`config.mk`:
```
export PLATFORM = sky130hd
export DESIGN_NAME = flashPinDecoder
export DESIGN_NICKNAME = d
export VERILOG_FILES = /design/src/rtl/flashPinPkg.sv /design/src/rtl/flashModeCtrl.sv /design/src/rtl/flashBusPath.sv /design/src/rtl/flashPinDecoder.sv
export SDC_FILE = /design/constraint.sdc
export NUM_CORES = 1
export LEC_CHECK = 0
export BUFFER_PORTS_ARGS = -buffer_cell sky130_fd_sc_hd__clkbuf_2
export CAP_MARGIN = 5
export CORE_ASPECT_RATIO = 1.4
export CORE_MARGIN = 2
export CORE_UTILIZATION = 45
export DETAILED_ROUTE_END_ITERATION = 7
export GPL_TIMING_DRIVEN = 0
export HOLD_SLACK_MARGIN = 0.03
export PLACE_DENSITY = 0.79
export REMOVE_ABC_BUFFERS = 1
export SETUP_SLACK_MARGIN = 0.02
export SYNTH_ARGS = -nofsm -noshare
export SYNTH_HDL_FRONTEND = slang
export SYNTH_SLANG_ARGS = --single-unit
```
`constraint.sdc`:
```
create_clock -name clk -period 2.1 [get_ports clk]
set_input_delay 0.525 -clock clk [delete_from_list [all_inputs] [get_ports clk]]
set_output_delay 0.525 -clock clk [all_outputs]
set_load 0.1 [all_outputs]
```
`src/rtl/flashPinPkg.sv`:
```
package flashPinPkg;

  typedef enum logic [2:0] {
    MODE_STANDBY = 3'd0,
    MODE_READ    = 3'd1,
    MODE_WRITE   = 3'd2,
    MODE_OUTDIS  = 3'd3,
    MODE_RESET   = 3'd4
  } busMode_e;

  typedef struct packed {
    logic driveWord;   // read, word-wide bus
    logic driveByte;   // read, byte-wide bus
    logic byteMode;    // registered byte select is low
    logic captureWr;   // write condition present this cycle
    logic commitWr;    // write condition just ended normally
  } ctrlStrobes_t;

endpackage

```
`src/rtl/flashModeCtrl.sv`:
```
module flashModeCtrl
  import flashPinPkg::*;
(
  input  logic         clk,
  input  logic         rstN,
  input  logic         ceN,
  input  logic         oeN,
  input  logic         weN,
  input  logic         resetPinN,
  input  logic         byteN,
  output busMode_e     modeNow,
  output ctrlStrobes_t ctl
);

  logic ceQ, oeQ, weQ, rstPinQ, byteQ;
  logic prevWrite;

  always_ff @(posedge clk or negedge rstN) begin
    if (!rstN) begin
      ceQ     <= 1'b1;
      oeQ     <= 1'b1;
      weQ     <= 1'b1;
      rstPinQ <= 1'b1;
      byteQ   <= 1'b1;
    end else begin
      ceQ     <= ceN;
      oeQ     <= oeN;
      weQ     <= weN;
      rstPinQ <= resetPinN;
      byteQ   <= byteN;
    end
  end

  always_comb begin
    if (!rstPinQ)          modeNow = MODE_RESET;
    else if (ceQ)          modeNow = MODE_STANDBY;
    else if (!oeQ && weQ)  modeNow = MODE_READ;
    else if (oeQ && !weQ)  modeNow = MODE_WRITE;
    else                   modeNow = MODE_OUTDIS;
  end

  always_ff @(posedge clk or negedge rstN) begin
    if (!rstN) prevWrite <= 1'b0;
    else       prevWrite <= (modeNow == MODE_WRITE);
  end

  always_comb begin
    ctl.byteMode  = !byteQ;
    ctl.driveWord = (modeNow == MODE_READ) && byteQ;
    ctl.driveByte = (modeNow == MODE_READ) && !byteQ;
    ctl.captureWr = (modeNow == MODE_WRITE);
    ctl.commitWr  = prevWrite && (modeNow != MODE_WRITE) && (modeNow != MODE_RESET);
  end

endmodule

```
`src/rtl/flashBusPath.sv`:
```
module flashBusPath
  import flashPinPkg::*;
#(
  parameter int ADDR_W   = 21,
  parameter int DATA_W   = 16,
  parameter int SECT_LSB = 12
) (
  input  logic              clk,
  input  logic              rstN,
  input  ctrlStrobes_t      ctl,
  input  logic [ADDR_W-1:0] addrPin,
  input  logic [DATA_W-1:0] dqIn,
  input  logic              wpPin,
  input  logic              wpHv,
  input  logic [DATA_W-1:0] arrayRdData,
  input  logic [1:0]        bootProt,
  output logic [DATA_W-1:0] dqOut,
  output logic [DATA_W-1:0] dqOe,
  output logic [ADDR_W:0]   arrayAddr,
  output logic              wrStrobe,
  output logic              wrAccel,
  output logic              wrByte,
  output logic [ADDR_W:0]   wrAddr,
  output logic [DATA_W-1:0] wrData,
  output logic              protViolation
);

  localparam int HALF_W = DATA_W / 2;
  localparam int TAG_W  = ADDR_W - SECT_LSB;

  logic [ADDR_W-1:0] addrQ;
  logic [DATA_W-1:0] dqQ;
  logic              wpQ, hvQ;
  logic              aMinus;

  logic [ADDR_W:0]   wrAddrQ;
  logic [DATA_W-1:0] wrDataQ;
  logic              wrByteQ, wrWpQ, wrHvQ;
  logic [1:0]        hitProt;
  logic              blocked;

  always_ff @(posedge clk or negedge rstN) begin
    if (!rstN) begin
      addrQ <= '0;
      dqQ   <= '0;
      wpQ   <= 1'b0;
      hvQ   <= 1'b0;
    end else begin
      addrQ <= addrPin;
      dqQ   <= dqIn;
      wpQ   <= wpPin;
      hvQ   <= wpHv;
    end
  end

  assign aMinus    = ctl.byteMode ? dqQ[DATA_W-1] : 1'b0;
  assign arrayAddr = {addrQ, aMinus};

  always_comb begin
    if (ctl.byteMode)
      dqOut = {{HALF_W{1'b0}}, (aMinus ? arrayRdData[DATA_W-1:HALF_W] : arrayRdData[HALF_W-1:0])};
    else
      dqOut = arrayRdData;
    if (ctl.driveWord)      dqOe = {DATA_W{1'b1}};
    else if (ctl.driveByte) dqOe = {{HALF_W{1'b0}}, {HALF_W{1'b1}}};
    else                    dqOe = '0;
  end

  always_ff @(posedge clk or negedge rstN) begin
    if (!rstN) begin
      wrAddrQ <= '0;
      wrDataQ <= '0;
      wrByteQ <= 1'b0;
      wrWpQ   <= 1'b0;
      wrHvQ   <= 1'b0;
    end else if (ctl.captureWr) begin
      wrAddrQ <= {addrQ, aMinus};
      wrDataQ <= ctl.byteMode ? {{HALF_W{1'b0}}, dqQ[HALF_W-1:0]} : dqQ;
      wrByteQ <= ctl.byteMode;
      wrWpQ   <= wpQ;
      wrHvQ   <= hvQ;
    end
  end

  // sector tag of the captured word address (A-1 sits at bit 0)
  logic [TAG_W-1:0] wrTag;
  assign wrTag = wrAddrQ[ADDR_W:SECT_LSB+1];

  for (genvar g = 0; g < 2; g++) begin : gBootSect
    logic inSect;
    if (g == 0) begin : gBottom
      assign inSect = (wrTag == {TAG_W{1'b0}});
    end else begin : gTop
      assign inSect = (wrTag == {TAG_W{1'b1}});
    end
    assign hitProt[g] = inSect && !wrHvQ && (!wrWpQ || bootProt[g]);
  end

  assign blocked = |hitProt;

  always_ff @(posedge clk or negedge rstN) begin
    if (!rstN) begin
      wrStrobe      <= 1'b0;
      wrAccel       <= 1'b0;
      protViolation <= 1'b0;
    end else begin
      wrStrobe      <= ctl.commitWr && !blocked;
      wrAccel       <= ctl.commitWr && !blocked && wrHvQ;
      protViolation <= protViolation || (ctl.commitWr && blocked);
    end
  end

  assign wrAddr = wrAddrQ;
  assign wrData = wrDataQ;
  assign wrByte = wrByteQ;

endmodule

```
`src/rtl/flashPinDecoder.sv`:
```
module flashPinDecoder
  import flashPinPkg::*;
#(
  parameter int ADDR_W   = 21,
  parameter int DATA_W   = 16,
  parameter int SECT_LSB = 12
) (
  input  logic              clk,
  input  logic              rstN,
  input  logic              ceN,
  input  logic              oeN,
  input  logic              weN,
  input  logic              resetPinN,
  input  logic              byteN,
  input  logic              wpPin,
  input  logic              wpHv,
  input  logic [ADDR_W-1:0] addrPin,
  input  logic [DATA_W-1:0] dqIn,
  input  logic [DATA_W-1:0] arrayRdData,
  input  logic [1:0]        bootProt,
  output logic [DATA_W-1:0] dqOut,
  output logic [DATA_W-1:0] dqOe,
  output logic [2:0]        busMode,
  output logic [ADDR_W:0]   arrayAddr,
  output logic              wrStrobe,
  output logic              wrAccel,
  output logic              wrByte,
  output logic [ADDR_W:0]   wrAddr,
  output logic [DATA_W-1:0] wrData,
  output logic              protViolation
);

  busMode_e     modeNow;
  ctrlStrobes_t ctl;

  flashModeCtrl uCtrl (
    .clk       (clk),
    .rstN      (rstN),
    .ceN       (ceN),
    .oeN       (oeN),
    .weN       (weN),
    .resetPinN (resetPinN),
    .byteN     (byteN),
    .modeNow   (modeNow),
    .ctl       (ctl)
  );

  flashBusPath #(
    .ADDR_W   (ADDR_W),
    .DATA_W   (DATA_W),
    .SECT_LSB (SECT_LSB)
  ) uPath (
    .clk           (clk),
    .rstN          (rstN),
    .ctl           (ctl),
    .addrPin       (addrPin),
    .dqIn          (dqIn),
    .wpPin         (wpPin),
    .wpHv          (wpHv),
    .arrayRdData   (arrayRdData),
    .bootProt      (bootProt),
    .dqOut         (dqOut),
    .dqOe          (dqOe),
    .arrayAddr     (arrayAddr),
    .wrStrobe      (wrStrobe),
    .wrAccel       (wrAccel),
    .wrByte        (wrByte),
    .wrAddr        (wrAddr),
    .wrData        (wrData),
    .protViolation (protViolation)
  );

  assign busMode = modeNow;

endmodule

```
---- Word-level counts from Yosys, hierarchy flattened ----
Index checks and enable logic that the tools add are counted.
cells by class
  equal/unequal tests ..................... 5
  multiplexer cells ....................... 10
  reductions and logical operators ........ 24
operators with widths
  cell                number
  $mux 16             3
  $mux 8              2
  $logic_and 1x1->1   13
  $eq 9x9->1 const B  1
  $logic_not 9->1     1
  $mux 3              3
  $logic_not 1->1     6
  $eq 3x1->1 const B  1
  $eq 3x2->1 const B  1
  $logic_or 1x1->1    3
  $ne 3x2->1 const B  1
  $ne 3x3->1 const B  1
  $mux 1              2
  $reduce_or 2->1     1
word-level totals
  bits in registers ....................... 89
  input bits .............................. 64
  output and inout port bits .............. 99

---- Logic depth before layout (Yosys ltp) ----
  depth in word-level cells ............... 11
  gate-level depth with buffers ........... 6
  mapped depth without buffers ............ 5

---- By module ----
Synthesis repeated with hierarchy kept, for this count alone.
second synthesis, totals
  cell total of the unflattened synthesis .. 216
  area, all modules ....................... 3226.8 um2
modules (own cells, without submodules)
  module         times used  cells an instance  area an instance (um2)  sequential area each (um2)
  flashBusPath   1           198                2999.1                  2077.0
  flashModeCtrl  1           18                 227.7                   156.4

---- Worst setup path after synthesis ----
OpenSTA, ideal clock, no wires.
  path kind ............................... flip-flop to output port
  start ................................... reg uCtrl.rstPinQ
  end ..................................... out dqOe[1]
  arrival time ............................ 2014 ps
  path slack .............................. -439 ps
  stages on the path, launching flop included .. 4
  buffers on the path ..................... 1
  cells stage by stage .................... dfstp_2 -> and2b_4 -> and2_1 -> buf_4
between the ends
  cells in the longest elaborated chain, start to end .. 5
RTL lines
  what                    line                                      text
  from (decl)             flashModeCtrl.sv:15                       logic ceQ, oeQ, weQ, rstPinQ, byteQ;
  from (signal assigned)  flashModeCtrl.sv:29                       rstPinQ <= resetPinN;
  $mux 3 (*)              flashModeCtrl.sv:35                       if (!rstPinQ) modeNow = MODE_RESET;
  $eq 3x1->1 (*)          flashModeCtrl.sv:49, flashModeCtrl.sv:50
  $logic_and 1x1->1       flashModeCtrl.sv:50                       ctl.driveByte = (modeNow == MODE_READ) && !byteQ;
  $mux 8                  flashBusPath.sv:65                        else if (ctl.driveByte) dqOe = {{HALF_W{1'b0}}, {HALF_W{1'b1}}};
  $mux 16 (*)             flashBusPath.sv:64                        if (ctl.driveWord) dqOe = {DATA_W{1'b1}};
  to (decl)               flashPinDecoder.sv:22                     output logic [DATA_W-1:0] dqOe,
Mark *: on every way between the ends. The rest lies on a longest branch, timed or not.

---- Final worst setup path ----
  start ................................... reg uCtrl.byteQ
  end ..................................... out dqOut[1]
between the ends
  cells in the longest elaborated chain, start to end .. 3
RTL lines
  what                    line                   text
  from (decl)             flashModeCtrl.sv:15
  from (signal assigned)  flashModeCtrl.sv:30    byteQ <= byteN;
  $mux 1                  flashBusPath.sv:56     assign aMinus = ctl.byteMode ? dqQ[DATA_W-1] : 1'b0;
  $mux 8                  flashBusPath.sv:61     dqOut = {{HALF_W{1'b0}}, (aMinus ? arrayRdData[DATA_W-1:HALF_W] : arrayRdData[HALF_W-1:0])};
  $mux 16 (*)             flashBusPath.sv:60     if (ctl.byteMode)
  to (decl)               flashPinDecoder.sv:21  output logic [DATA_W-1:0] dqOut,
Marked as above.

==> flow_summary_export.csv <==
group,metric,value,unit
logic_synthesis,synth_top_cell_by_area,"dfrtp_1",
global_route,grtUsageTotal,0.231,
final_layout,nets,507,
logic_synthesis,synth_cell_type_count,29,
worst_setup_path,path_cells,"nand2b_4, buf_4, mux2_4, clkbuf_16",
final_layout,syn_to_final_growth,58.8,%
final_layout,fin_cells,543,
timing,fmax,430,MHz
detailed_routing,drtPass1Iterations,4,
worst_setup_path,worst-endpoint-arrival,1.80,ns
worst_setup_path,worstSetupPathType,"flip-flop to output port",
logic_synthesis,yosys-top-cells-count,"108 x nand2_1, 84 x dfrtp_1, 19 x buf_4",
power,p_leak,2.74,nW
final_layout,diodes,0,
detailed_routing,vias,2557,
logic_synthesis,syn-cell-area,3210,µm²
die,fp.dieArea,7840,µm²
clock_tree,clockRootBuffer,"clkbuf_8",
clock_tree,cts_sinks,89,
timing,finalCriticalPeriod,2.33,ns
final_layout,utilization,0.735,
min_path,min_path_type,"input port to asynchronous set/reset pin",
detailed_routing,ant_nets,0,
final_layout,drive_above_1_share,0.513,
clock_tree,cts-hold-fix-buffers,0,
logic_synthesis,synth_ff_type,"dfrtp_1",
worst_setup_path,critPathCaptureType,"output port",
clock_tree,clk_pin_slew_worst_paths,0.09,ns
logic_synthesis,synth_most_common_cell,"nand2_1",
clock_tree,cts-root-to-sink-buffers,2,
detailed_routing,drt_iter0_markers,166,
timing,rsz0062_at_grt,"true",
timing,tightest_slew,0.610,ns
placement,place_congestion,0.761,
final_layout,seq_area,2240,µm²
placement,post_dp_cell_area,3970,µm²
logic_synthesis,synthCells,278,
global_route,grt_pass1_vias,2590,
detailed_routing,via_per_inst,4.71,
timing,setup_ws,-0.227,ns
timing,period_share,1.11,
clock_tree,cts_buffers,9,
clock_tree,cts_tree,"built",
logic_synthesis,ys_ff_latch,89,
logic_synthesis,seq_area_frac_synth,0.695,
die,die_h,104,µm
clock_tree,clock_latency,0.36,ns
power,ir_drop,0.705,mV
timing,finalHoldViolations,0,
global_route,antenna_found_initial,0,
detailed_routing,wirelength,9530,µm
global_route,grt_overflow,0,
logic_synthesis,syn_avg_cell_area,11.6,µm²
logic_synthesis,synth-edff-count,0,
timing,slew_violations,0,
clock_tree,h-tree-depth,3,
run,max_cap_violations,0,
placement,io_buffers,162,
worst_setup_path,crit_fanout,4,
logic_synthesis,synth_top_area_frac,0.654,
final_layout,fill_cells,453,
global_route,grt_start_max_net_pins,46,
detailed_routing,drc,0,
worst_setup_path,cp.required,1.57,ns
die,initial_core_util,0.463,
placement,detailedPlacementHpwl,5140,µm
logic_synthesis,synthArstFlopShare,1.00,
placement,dp.cells,509,
logic_synthesis,ys_warn_count,0,
status,outcome,"finished with violations",
die,io_pins,163,
die,rows,36,
final_layout,multiInputGateArea,853,µm²
global_route,grt_pass1_wl,13300,µm
status,failed_checks,"negative setup slack",
timing,setup_tns,-3.23,ns
die,die_w,75.4,µm
timing,maxSlewHeadroom,0.593,
detailed_routing,wl_per_cell,17.5,µm
timing,final.setup_skew,0.0154,ns
worst_setup_path,cp_slowest_stage_delay,0.64,ns
logic_synthesis,yosys-top-cells-area,"dfrtp_1 65%, nand2_1 13%, buf_4 4.4%",
die,coreArea,6940,µm²
timing,finalSetupViolations,24,
power,power_density,1070,nW/µm²
worst_setup_path,crit_path_start_kind,"flip-flop",
worst_setup_path,slowest_stage,"dfstp_4",
final_layout,design_area,5100,µm²
## worst paths after layout
path / cells past startpoint / slack [ns] / start / end
hold / removal: 1 / 0.19 / rstN / uPath.addrQ[20]
setup reg to reg: 5 / 0.17 / uCtrl.oeQ / uPath.wrData[10]
hold reg to reg: 2 / 0.44 / uPath.dqQ[1] / uPath.wrData[1]
setup / recovery: 4 / -0.23 / uCtrl.byteQ / dqOut[1]
min in group clk: 1 / 0.23 / resetPinN / uCtrl.rstPinQ
max in group asynchronous: 2 / 1.20 / rstN / uCtrl.byteQ
## routing by layer
layer	track usage	vias up	routed length, µm
li1	-	1181	-
met1	0.248	1226	3430
met2	0.402	127	5110
met3	0.0669	23	671
met4	0.109	0	317
met5	0	-	0
## registers in the layout, summed over array words and instances (netlist names), 16 cells and up
| signal | flops |
|---|---|
| uPath.wrAddr | 22 |
| uPath.wrData | 16 |
| uPath.dqQ | 16 |
| uPath.addrQ | 21 |
## cell families after synthesis
| group | count (synthesis) | synth area share |
|---|---|---|
| and+or+nand+nor | 141 | 0.191 |
| DFF | 89 | 0.695 |
| buffers and inverters | 32 | 0.0670 |
| AOI/OAI and AO/OA | 8 | 0.0183 |
| muxes | 8 | 0.0280 |
## worst max-delay path: cells and delay by family, from the launching register on
family                 cells  cell delay, ns
flip-flops                 1            0.64
buffers and inverters      2            0.34
multiplexers               1            0.32
AND/OR/NAND/NOR            1            0.15
## what timing repair did
action / 4_1_cts / 5_1_grt
setup buffers: 10 / 8
resized for setup: 121 / 35
pin swaps: 0 / 3
setup endpoints to repair: 35 / 36
hold endpoints to repair: 0 / 0
## through the flow
stage	total power [mW]	worst slack, ns	hold slack, ns
after floorplan	3.61	-4.53	0.229
after global routing	5.67	-0.265	0.219
final	5.48	-0.227	0.185
after global placement	3.94	-0.396	0.419
after CTS	5.43	-0.221	0.198
after detailed placement	3.98	-0.330	0.429
## report_power, final
part	switching, mW	internal [mW]	total (mW)	leakage [nW]
combinational	1.72	0.397	2.12	1.54
clock	0.590	0.731	1.32	0.115
sequential	0.132	1.90	2.04	1.08
total	2.44	3.03	5.48	2.74
## final cells by class
type,count,area share
sequential,89,0.439
tap,95,0.0233
timing repair buffer,181,0.321
clock inverter,5,0.0152
inverter,5,0.00466
multi-input combinational,157,0.167
clock buffer,11,0.0297
## placed cells by master, fill, tap and decap left out, types with 2 or more instances in the layout
cell and n:
nand4_1 2, bufinv_16 2, nand3_1 8, inv_1 2
nand2b_4 2, dfstp_2 4, nor4_2 2, nor3_1 2
buf_12 9, buf_4 15, clkinv_2 2, clkbuf_8 12
mux2_4 8, clkbuf_2 125, o21ai_1 4, buf_6 3
and2_4 7, dfrtp_1 84, nor2_4 2, clkbuf_16 26
nand2_1 108, and2_1 2
Note: power is estimated with default switching activity, not from simulation.
